===== src/rtl/irq_agg_pkg.sv =====
// Package: shared constants for the interrupt aggregator.
// Assumes byte offsets, word aligned, 12-bit offset space.
package irq_agg_pkg;
    localparam int unsigned REG_ADDR_W = 12;

    localparam logic [REG_ADDR_W-1:0] OFS_GATE   = 12'h004;
    localparam logic [REG_ADDR_W-1:0] OFS_STATUS = 12'h050;
    localparam logic [REG_ADDR_W-1:0] OFS_ENABLE = 12'h054;
    localparam logic [REG_ADDR_W-1:0] OFS_POLAR  = 12'h058;
    localparam logic [REG_ADDR_W-1:0] OFS_RAW    = 12'h05C;

    typedef enum logic [2:0] {
        SEL_NONE,
        SEL_GATE,
        SEL_STATUS,
        SEL_ENABLE,
        SEL_POLAR,
        SEL_RAW
    } reg_sel_e;

    // Decode an offset into a register select
    function automatic reg_sel_e decode_ofs(input logic [REG_ADDR_W-1:0] a);
        case (a)
            OFS_GATE:   return SEL_GATE;
            OFS_STATUS: return SEL_STATUS;
            OFS_ENABLE: return SEL_ENABLE;
            OFS_POLAR:  return SEL_POLAR;
            OFS_RAW:    return SEL_RAW;
            default:    return SEL_NONE;
        endcase
    endfunction
endpackage


===== src/rtl/irq_agg_sync.sv =====
// Module: irq_agg_sync
// Multi-stage synchroniser for a vector of asynchronous lines.
// Assumes each line is a slow level; bits are synchronised independently.
module irq_agg_sync #(
    parameter int unsigned WIDTH  = 32,
    parameter int unsigned STAGES = 2
) (
    input  logic             clk,
    input  logic             rst_n,
    input  logic [WIDTH-1:0] d_async,
    output logic [WIDTH-1:0] q_sync
);
    logic [WIDTH-1:0] chain [STAGES];

    generate
        for (genvar s = 0; s < STAGES; s++) begin : g_stage
            if (s == 0) begin : g_first
                // First capture flop of the chain
                always_ff @(posedge clk) begin
                    if (!rst_n) chain[s] <= '0;
                    else        chain[s] <= d_async;
                end
            end else begin : g_next
                // Further resolution flops
                always_ff @(posedge clk) begin
                    if (!rst_n) chain[s] <= '0;
                    else        chain[s] <= chain[s-1];
                end
            end
        end
    endgenerate

    assign q_sync = chain[STAGES-1];
endmodule


===== src/rtl/irq_agg_status.sv =====
// Module: irq_agg_status
// Polarity correction and sticky status with write-one-to-clear.
// Assumes inputs already synchronised and in register bit order.
// Setting takes priority over clearing in the same cycle.
module irq_agg_status #(
    parameter int unsigned WIDTH = 32
) (
    input  logic             clk,
    input  logic             rst_n,
    input  logic [WIDTH-1:0] line_sync,
    input  logic [WIDTH-1:0] polarity,
    input  logic [WIDTH-1:0] clr_mask,
    output logic [WIDTH-1:0] active,
    output logic [WIDTH-1:0] status_q
);
    // Per-bit inversion selects the asserted level
    always_comb begin
        active = line_sync ^ polarity;
    end

    // Sticky status: clear first, then set from asserted lines
    always_ff @(posedge clk) begin
        if (!rst_n) status_q <= '0;
        else        status_q <= (status_q & ~clr_mask) | active;
    end
endmodule


===== src/rtl/irq_agg_regs.sv =====
// Module: irq_agg_regs
// Register port: decode, configuration storage and read mux.
// Assumes a single-cycle write strobe; reads have no side effects.
module irq_agg_regs
    import irq_agg_pkg::*;
#(
    parameter int unsigned WIDTH = 32
) (
    input  logic                  clk,
    input  logic                  rst_n,
    input  logic                  wr_en,
    input  logic [REG_ADDR_W-1:0] addr,
    input  logic [WIDTH-1:0]      wdata,
    input  logic [WIDTH-1:0]      status_q,
    input  logic [WIDTH-1:0]      raw_lines,
    output logic [WIDTH-1:0]      gate_q,
    output logic [WIDTH-1:0]      enable_q,
    output logic [WIDTH-1:0]      polar_q,
    output logic [WIDTH-1:0]      clr_mask,
    output logic [WIDTH-1:0]      rdata
);
    reg_sel_e sel;

    // Offset decode shared by read and write paths
    always_comb begin
        sel = decode_ofs(addr);
    end

    // Configuration registers, written only at their own offsets
    always_ff @(posedge clk) begin
        if (!rst_n) begin
            gate_q   <= '0;
            enable_q <= '0;
            polar_q  <= '0;
        end else if (wr_en) begin
            if (sel == SEL_GATE)   gate_q   <= wdata;
            if (sel == SEL_ENABLE) enable_q <= wdata;
            if (sel == SEL_POLAR)  polar_q  <= wdata;
        end
    end

    // Clear request toward the status bank
    always_comb begin
        clr_mask = (wr_en && sel == SEL_STATUS) ? wdata : '0;
    end

    // Read multiplexer; unmapped offsets read zero
    always_comb begin
        case (sel)
            SEL_GATE:   rdata = gate_q;
            SEL_STATUS: rdata = status_q;
            SEL_ENABLE: rdata = enable_q;
            SEL_POLAR:  rdata = polar_q;
            SEL_RAW:    rdata = raw_lines;
            default:    rdata = '0;
        endcase
    end
endmodule


===== src/rtl/irq_agg_combine.sv =====
// Module: irq_agg_combine
// Masks status with enables, applies the global gate, registers result.
// Assumes the gate counts as open for any nonzero value.
module irq_agg_combine #(
    parameter int unsigned WIDTH = 32
) (
    input  logic             clk,
    input  logic             rst_n,
    input  logic [WIDTH-1:0] status_q,
    input  logic [WIDTH-1:0] enable_q,
    input  logic [WIDTH-1:0] gate_q,
    output logic             irq_q
);
    logic any_pending;

    // Reduction of the masked status
    always_comb begin
        any_pending = |(status_q & enable_q);
    end

    // Glitch-free registered output
    always_ff @(posedge clk) begin
        if (!rst_n) irq_q <= 1'b0;
        else        irq_q <= any_pending && (|gate_q);
    end
endmodule


===== src/rtl/irq_aggregator.sv =====
// Module: irq_aggregator (top)
// Aggregates level interrupt lines into one registered output.
// Assumes irq_in[n] is source n and maps it to register bit N_SRC-1-n.
module irq_aggregator
    import irq_agg_pkg::*;
#(
    parameter int unsigned N_SRC       = 32,
    parameter int unsigned SYNC_STAGES = 2
) (
    input  logic                  clk,
    input  logic                  rst_n,
    input  logic [N_SRC-1:0]      irq_in,
    input  logic                  wr_en,
    input  logic [REG_ADDR_W-1:0] addr,
    input  logic [N_SRC-1:0]      wdata,
    output logic [N_SRC-1:0]      rdata,
    output logic                  irq_out
);
    localparam int unsigned MSB = N_SRC - 1;

    logic [N_SRC-1:0] lines_msb_first;
    logic [N_SRC-1:0] lines_sync;
    logic [N_SRC-1:0] active;
    logic [N_SRC-1:0] status_q;
    logic [N_SRC-1:0] gate_q;
    logic [N_SRC-1:0] enable_q;
    logic [N_SRC-1:0] polar_q;
    logic [N_SRC-1:0] clr_mask;

    // Source numbering: source n lands on register bit MSB-n
    generate
        for (genvar n = 0; n < N_SRC; n++) begin : g_order
            assign lines_msb_first[MSB-n] = irq_in[n];
        end
    endgenerate

    irq_agg_sync #(.WIDTH(N_SRC), .STAGES(SYNC_STAGES)) u_sync (
        .clk     (clk),
        .rst_n   (rst_n),
        .d_async (lines_msb_first),
        .q_sync  (lines_sync)
    );

    irq_agg_status #(.WIDTH(N_SRC)) u_status (
        .clk       (clk),
        .rst_n     (rst_n),
        .line_sync (lines_sync),
        .polarity  (polar_q),
        .clr_mask  (clr_mask),
        .active    (active),
        .status_q  (status_q)
    );

    irq_agg_regs #(.WIDTH(N_SRC)) u_regs (
        .clk       (clk),
        .rst_n     (rst_n),
        .wr_en     (wr_en),
        .addr      (addr),
        .wdata     (wdata),
        .status_q  (status_q),
        .raw_lines (lines_sync),
        .gate_q    (gate_q),
        .enable_q  (enable_q),
        .polar_q   (polar_q),
        .clr_mask  (clr_mask),
        .rdata     (rdata)
    );

    irq_agg_combine #(.WIDTH(N_SRC)) u_combine (
        .clk      (clk),
        .rst_n    (rst_n),
        .status_q (status_q),
        .enable_q (enable_q),
        .gate_q   (gate_q),
        .irq_q    (irq_out)
    );
endmodule


===== config.mk =====
export PLATFORM = sky130hd
export DESIGN_NAME = irq_aggregator
export DESIGN_NICKNAME = d
export VERILOG_FILES = /design/src/rtl/irq_agg_pkg.sv /design/src/rtl/irq_agg_sync.sv /design/src/rtl/irq_agg_status.sv /design/src/rtl/irq_agg_regs.sv /design/src/rtl/irq_agg_combine.sv /design/src/rtl/irq_aggregator.sv
export SDC_FILE = /design/constraint.sdc
export NUM_CORES = 1
export LEC_CHECK = 0
export BUFFER_PORTS_ARGS = -buffer_cell sky130_fd_sc_hd__buf_2
export CORE_MARGIN = 2
export CORE_UTILIZATION = 45
export DETAILED_ROUTE_END_ITERATION = 16
export PLACE_DENSITY_LB_ADDON = 0.25
export SYNTH_ARGS = -nofsm -noshare
export SYNTH_HDL_FRONTEND = slang
export SYNTH_SLANG_ARGS = --single-unit

===== constraint.sdc =====
create_clock -name clk -period 3.01 [get_ports clk]
set_clock_uncertainty 0.15 [all_clocks]
set_input_delay 0.602 -clock clk [delete_from_list [all_inputs] [get_ports clk]]
set_output_delay 0.602 -clock clk [all_outputs]
set_load 0.01 [all_outputs]

==> flow_metrics.py <==
metrics = {
    "synth": {
        "synthesis.area_um2": 7760,
        "synth_top_area_share": 0.498,
        "synth_area_per_cell_um2": 9.12,
        "synthAdderAreaFrac": 0,
        "synth_edf_count": 0,
        "yosys_warnings": 0,
        "synthTopCellsByArea": "dfxtp_1 50%, nand3_1 6.3%, o21ai_0 5.3%, and2_1 5.2%, a22oi_1 4.6%",
        "syn_inst": 850,
        "syn_nets": 929,
        "ys_seq_elements": 193,
        "synth_top_area_cell": "dfxtp_1",
        "synthSimpleGateAreaFrac": 0.176,
        "synth_top_family_by_area": "compound AO/OA/AOI/OAI gates",
        "synth_cell_types": 26,
        "async_reset_ff_frac": 0,
        "synthFlopType": "dfxtp_1",
        "synthXorXnorAreaFrac": 0.0361,
        "ys_seq_area_frac": 0.498,
        "synthMuxAreaShare": 0.0413,
        "synth_compound_area_frac": 0.213,
    },
    "global_route": {
        "grt_max_degree": 69,
        "grt_pass1_wl_um": 33300,
        "grt_pass1_vias": 6254,
        "grt_usage": 0.233,
        "overflow": 0,
        "antenna_found_initial": 0,
    },
    "route": {
        "drt_iter0_markers": 533,
        "top_layer_used": "met4",
        "routed-wl-met2_um": 9640,
        "antenna_left": 0,
        "wirelength_um": 20700,
        "dr_total_vias": 6460,
        "m1WireLength_um": 9500,
        "dr_wl_met3_um": 1180,
        "dr.pass1.iters": 5,
        "post_drt_wl_per_cell_um": 17.7,
        "viasPerCell": 5.52,
        "route.detailed.drc": 0,
    },
    "finish": {
        "fin_nets": 1011,
        "multi_input_area_um2": 3640,
        "final_cell_mix": "193 x dfxtp_1, 110 x buf_2, 97 x nand3_1",
        "register_area_um2": 3860,
        "drive_gt1_frac": 0.180,
        "antenna_cells_inserted": 0,
        "fillers": 1598,
        "syn_to_final_growth_pct": 18.8,
        "final_common_cell": "dfxtp_1",
    },
    "clock_tree": {
        "post_cts_buffers": 0,
        "clk_pin_slew_worst_paths_ns": 0.07,
        "h-tree-depth": 4,
        "cts_resized": 0,
        "cts_tree": "yes",
        "cts_buffer_depth": 2,
        "clockRootBuffer": "clkbuf_16",
        "cts_num_sinks": 193,
        "cts_hold_buf": 0,
        "numCtsBuffers": 17,
        "clk_latency_ns": 0.43,
    },
    "floorplanning": {
        "floorplan.initialDensity": 0.455,
        "rows": 48,
        "die_w_um": 135,
        "die_height_um": 135,
        "coreArea_um2": 17100,
        "io_pins": 112,
        "die_area_um2": 18300,
    },
    "timing": {
        "layout_min_cycle_time_ns": 2.66,
        "rsz0062_at_grt": "no",
        "slew_viol_final": 0,
        "finalSetupViolCount": 0,
        "tns_ns": 0,
        "slew-limit-headroom": 0.584,
        "finalHoldViolations": 0,
        "fmax_mhz": 376,
        "period_share": 0.884,
        "whs_ns": 0.219,
        "tightest_slew_ns": 0.624,
    },
    "worst_setup_path": {
        "worst_ep_required_time_ns": 2.26,
        "rr_worst_depth": 4,
        "worstPathArrival_ns": 1.91,
        "cp-end-kind": "output pin",
        "rrSetupSlack_ns": 1.55,
        "cp-start-kind": "input pin",
        "timing.rr.start": "u_regs.gate_q[31]",
        "cp_max_fo": 33,
        "regToRegEndpoint": "u_combine.irq_q",
        "path_class": "in2out",
    },
    "power_and_ir_drop": {
        "p_per_area_nw_per_um2": 579,
        "ir_worst_vdd_uv": 422,
        "total_leakage_power_uw": 0.00375,
    },
    "placed_design": {
        "place_congestion": 0.833,
        "port_buffers": 111,
        "place.detailed.hpwl_um": 13500,
    },
    "hold_path": {
        "min-delay-start": "irq_in[3]",
        "min_to": "u_sync.chain[0][28]",
        "hold_path.class": "in2reg",
        "holdPathStages": 2,
    },
    "run_status": {
        "status": "finished clean",
    },
    "job": {
        "drv_cap": 0,
    },
}
-- metrics by stage --
stage          worst slack, ns  cells   util  total power [µW]  area [µm²]
3_5_place_dp             0.406   1138  0.503              3000        8590
2_1_floorplan            0.465    850      -              2860        7760
5_1_grt                  0.272   1170  0.540              5490        9210
4_1_cts                  0.354   1170  0.540              5360        9210
6_report                 0.349   1170  0.540              5330        9210
3_3_place_gp             0.419   1138  0.503              3000        8590
-- report_power, final --
part	switching [µW]	internal [µW]	leakage (µW)
combinational	153	128	0.00187
sequential	43.7	2620	0.00157
clock	1020	1370	0.000308
-- kinds of logic after synthesis --
| logic type | count (synthesis) |
|---|---|
| AOI/OAI and AO/OA | 274 |
| and+or+nand+nor | 252 |
| DFF | 193 |
| buffers and inverters | 67 |
| xor gates and xnor gates | 32 |
| muxes | 32 |
-- flip-flops by register name (all words and copies together) (netlist names) --
register / count
u_combine.irq_q: 1
u_regs.gate_q: 32
u_status.status_q: 32
u_regs.polar_q: 32
u_regs.enable_q: 32
u_sync.chain: 64
-- cells in the mapped netlist (7+ instances only) --
| library cell | instances |
|---|---|
| a21boi_1 | 30 |
| a21oi_1 | 65 |
| a22oi_1 | 48 |
| and2_1 | 64 |
| buf_1 | 9 |
| buf_2 | 7 |
| clkbuf_1 | 48 |
| dfxtp_1 | 193 |
| mux2i_1 | 32 |
| nand2_1 | 33 |
| nand3_1 | 97 |
| nor2_1 | 34 |
| nor4_1 | 8 |
| o21a_1 | 32 |
| o21ai_0 | 82 |
| o21ai_1 | 15 |
| xor2_1 | 32 |
-- area by class of cell --
class,instances,share of cell area
well taps,225,0.0306
repair buffers,130,0.0873
multi-input cells,590,0.395
clock inverters,13,0.0189
clock buffers,19,0.0492
flip-flops and latches,193,0.419
-- critical path, stage by stage --
cell	delay, ns
buf_2	0.15
nor4bb_4	0.36
buf_12	0.24
a22oi_1	0.12
a21oi_1	0.24
buf_2	0.18
-- per-layer routing --
metal | vias up | GRT usage
met1 | 3050 | 0.317
li1 | 3186 | -
met3 | 31 | 0.0430
met4 | 0 | 0.0741
met5 | - | 0
met2 | 193 | 0.375
-- worst max-delay path by stage --
stage	start	endpoint	depth (start not counted)
3_5_place_dp	addr[4]	rdata[26]	6
6_report	addr[4]	rdata[28]	6
5_1_grt	addr[4]	rdata[15]	6
3_3_place_gp	addr[4]	rdata[26]	6
2_1_floorplan	addr[2]	rdata[0]	6
4_1_cts	addr[4]	rdata[28]	6
(Power assumes the default switching activity.)
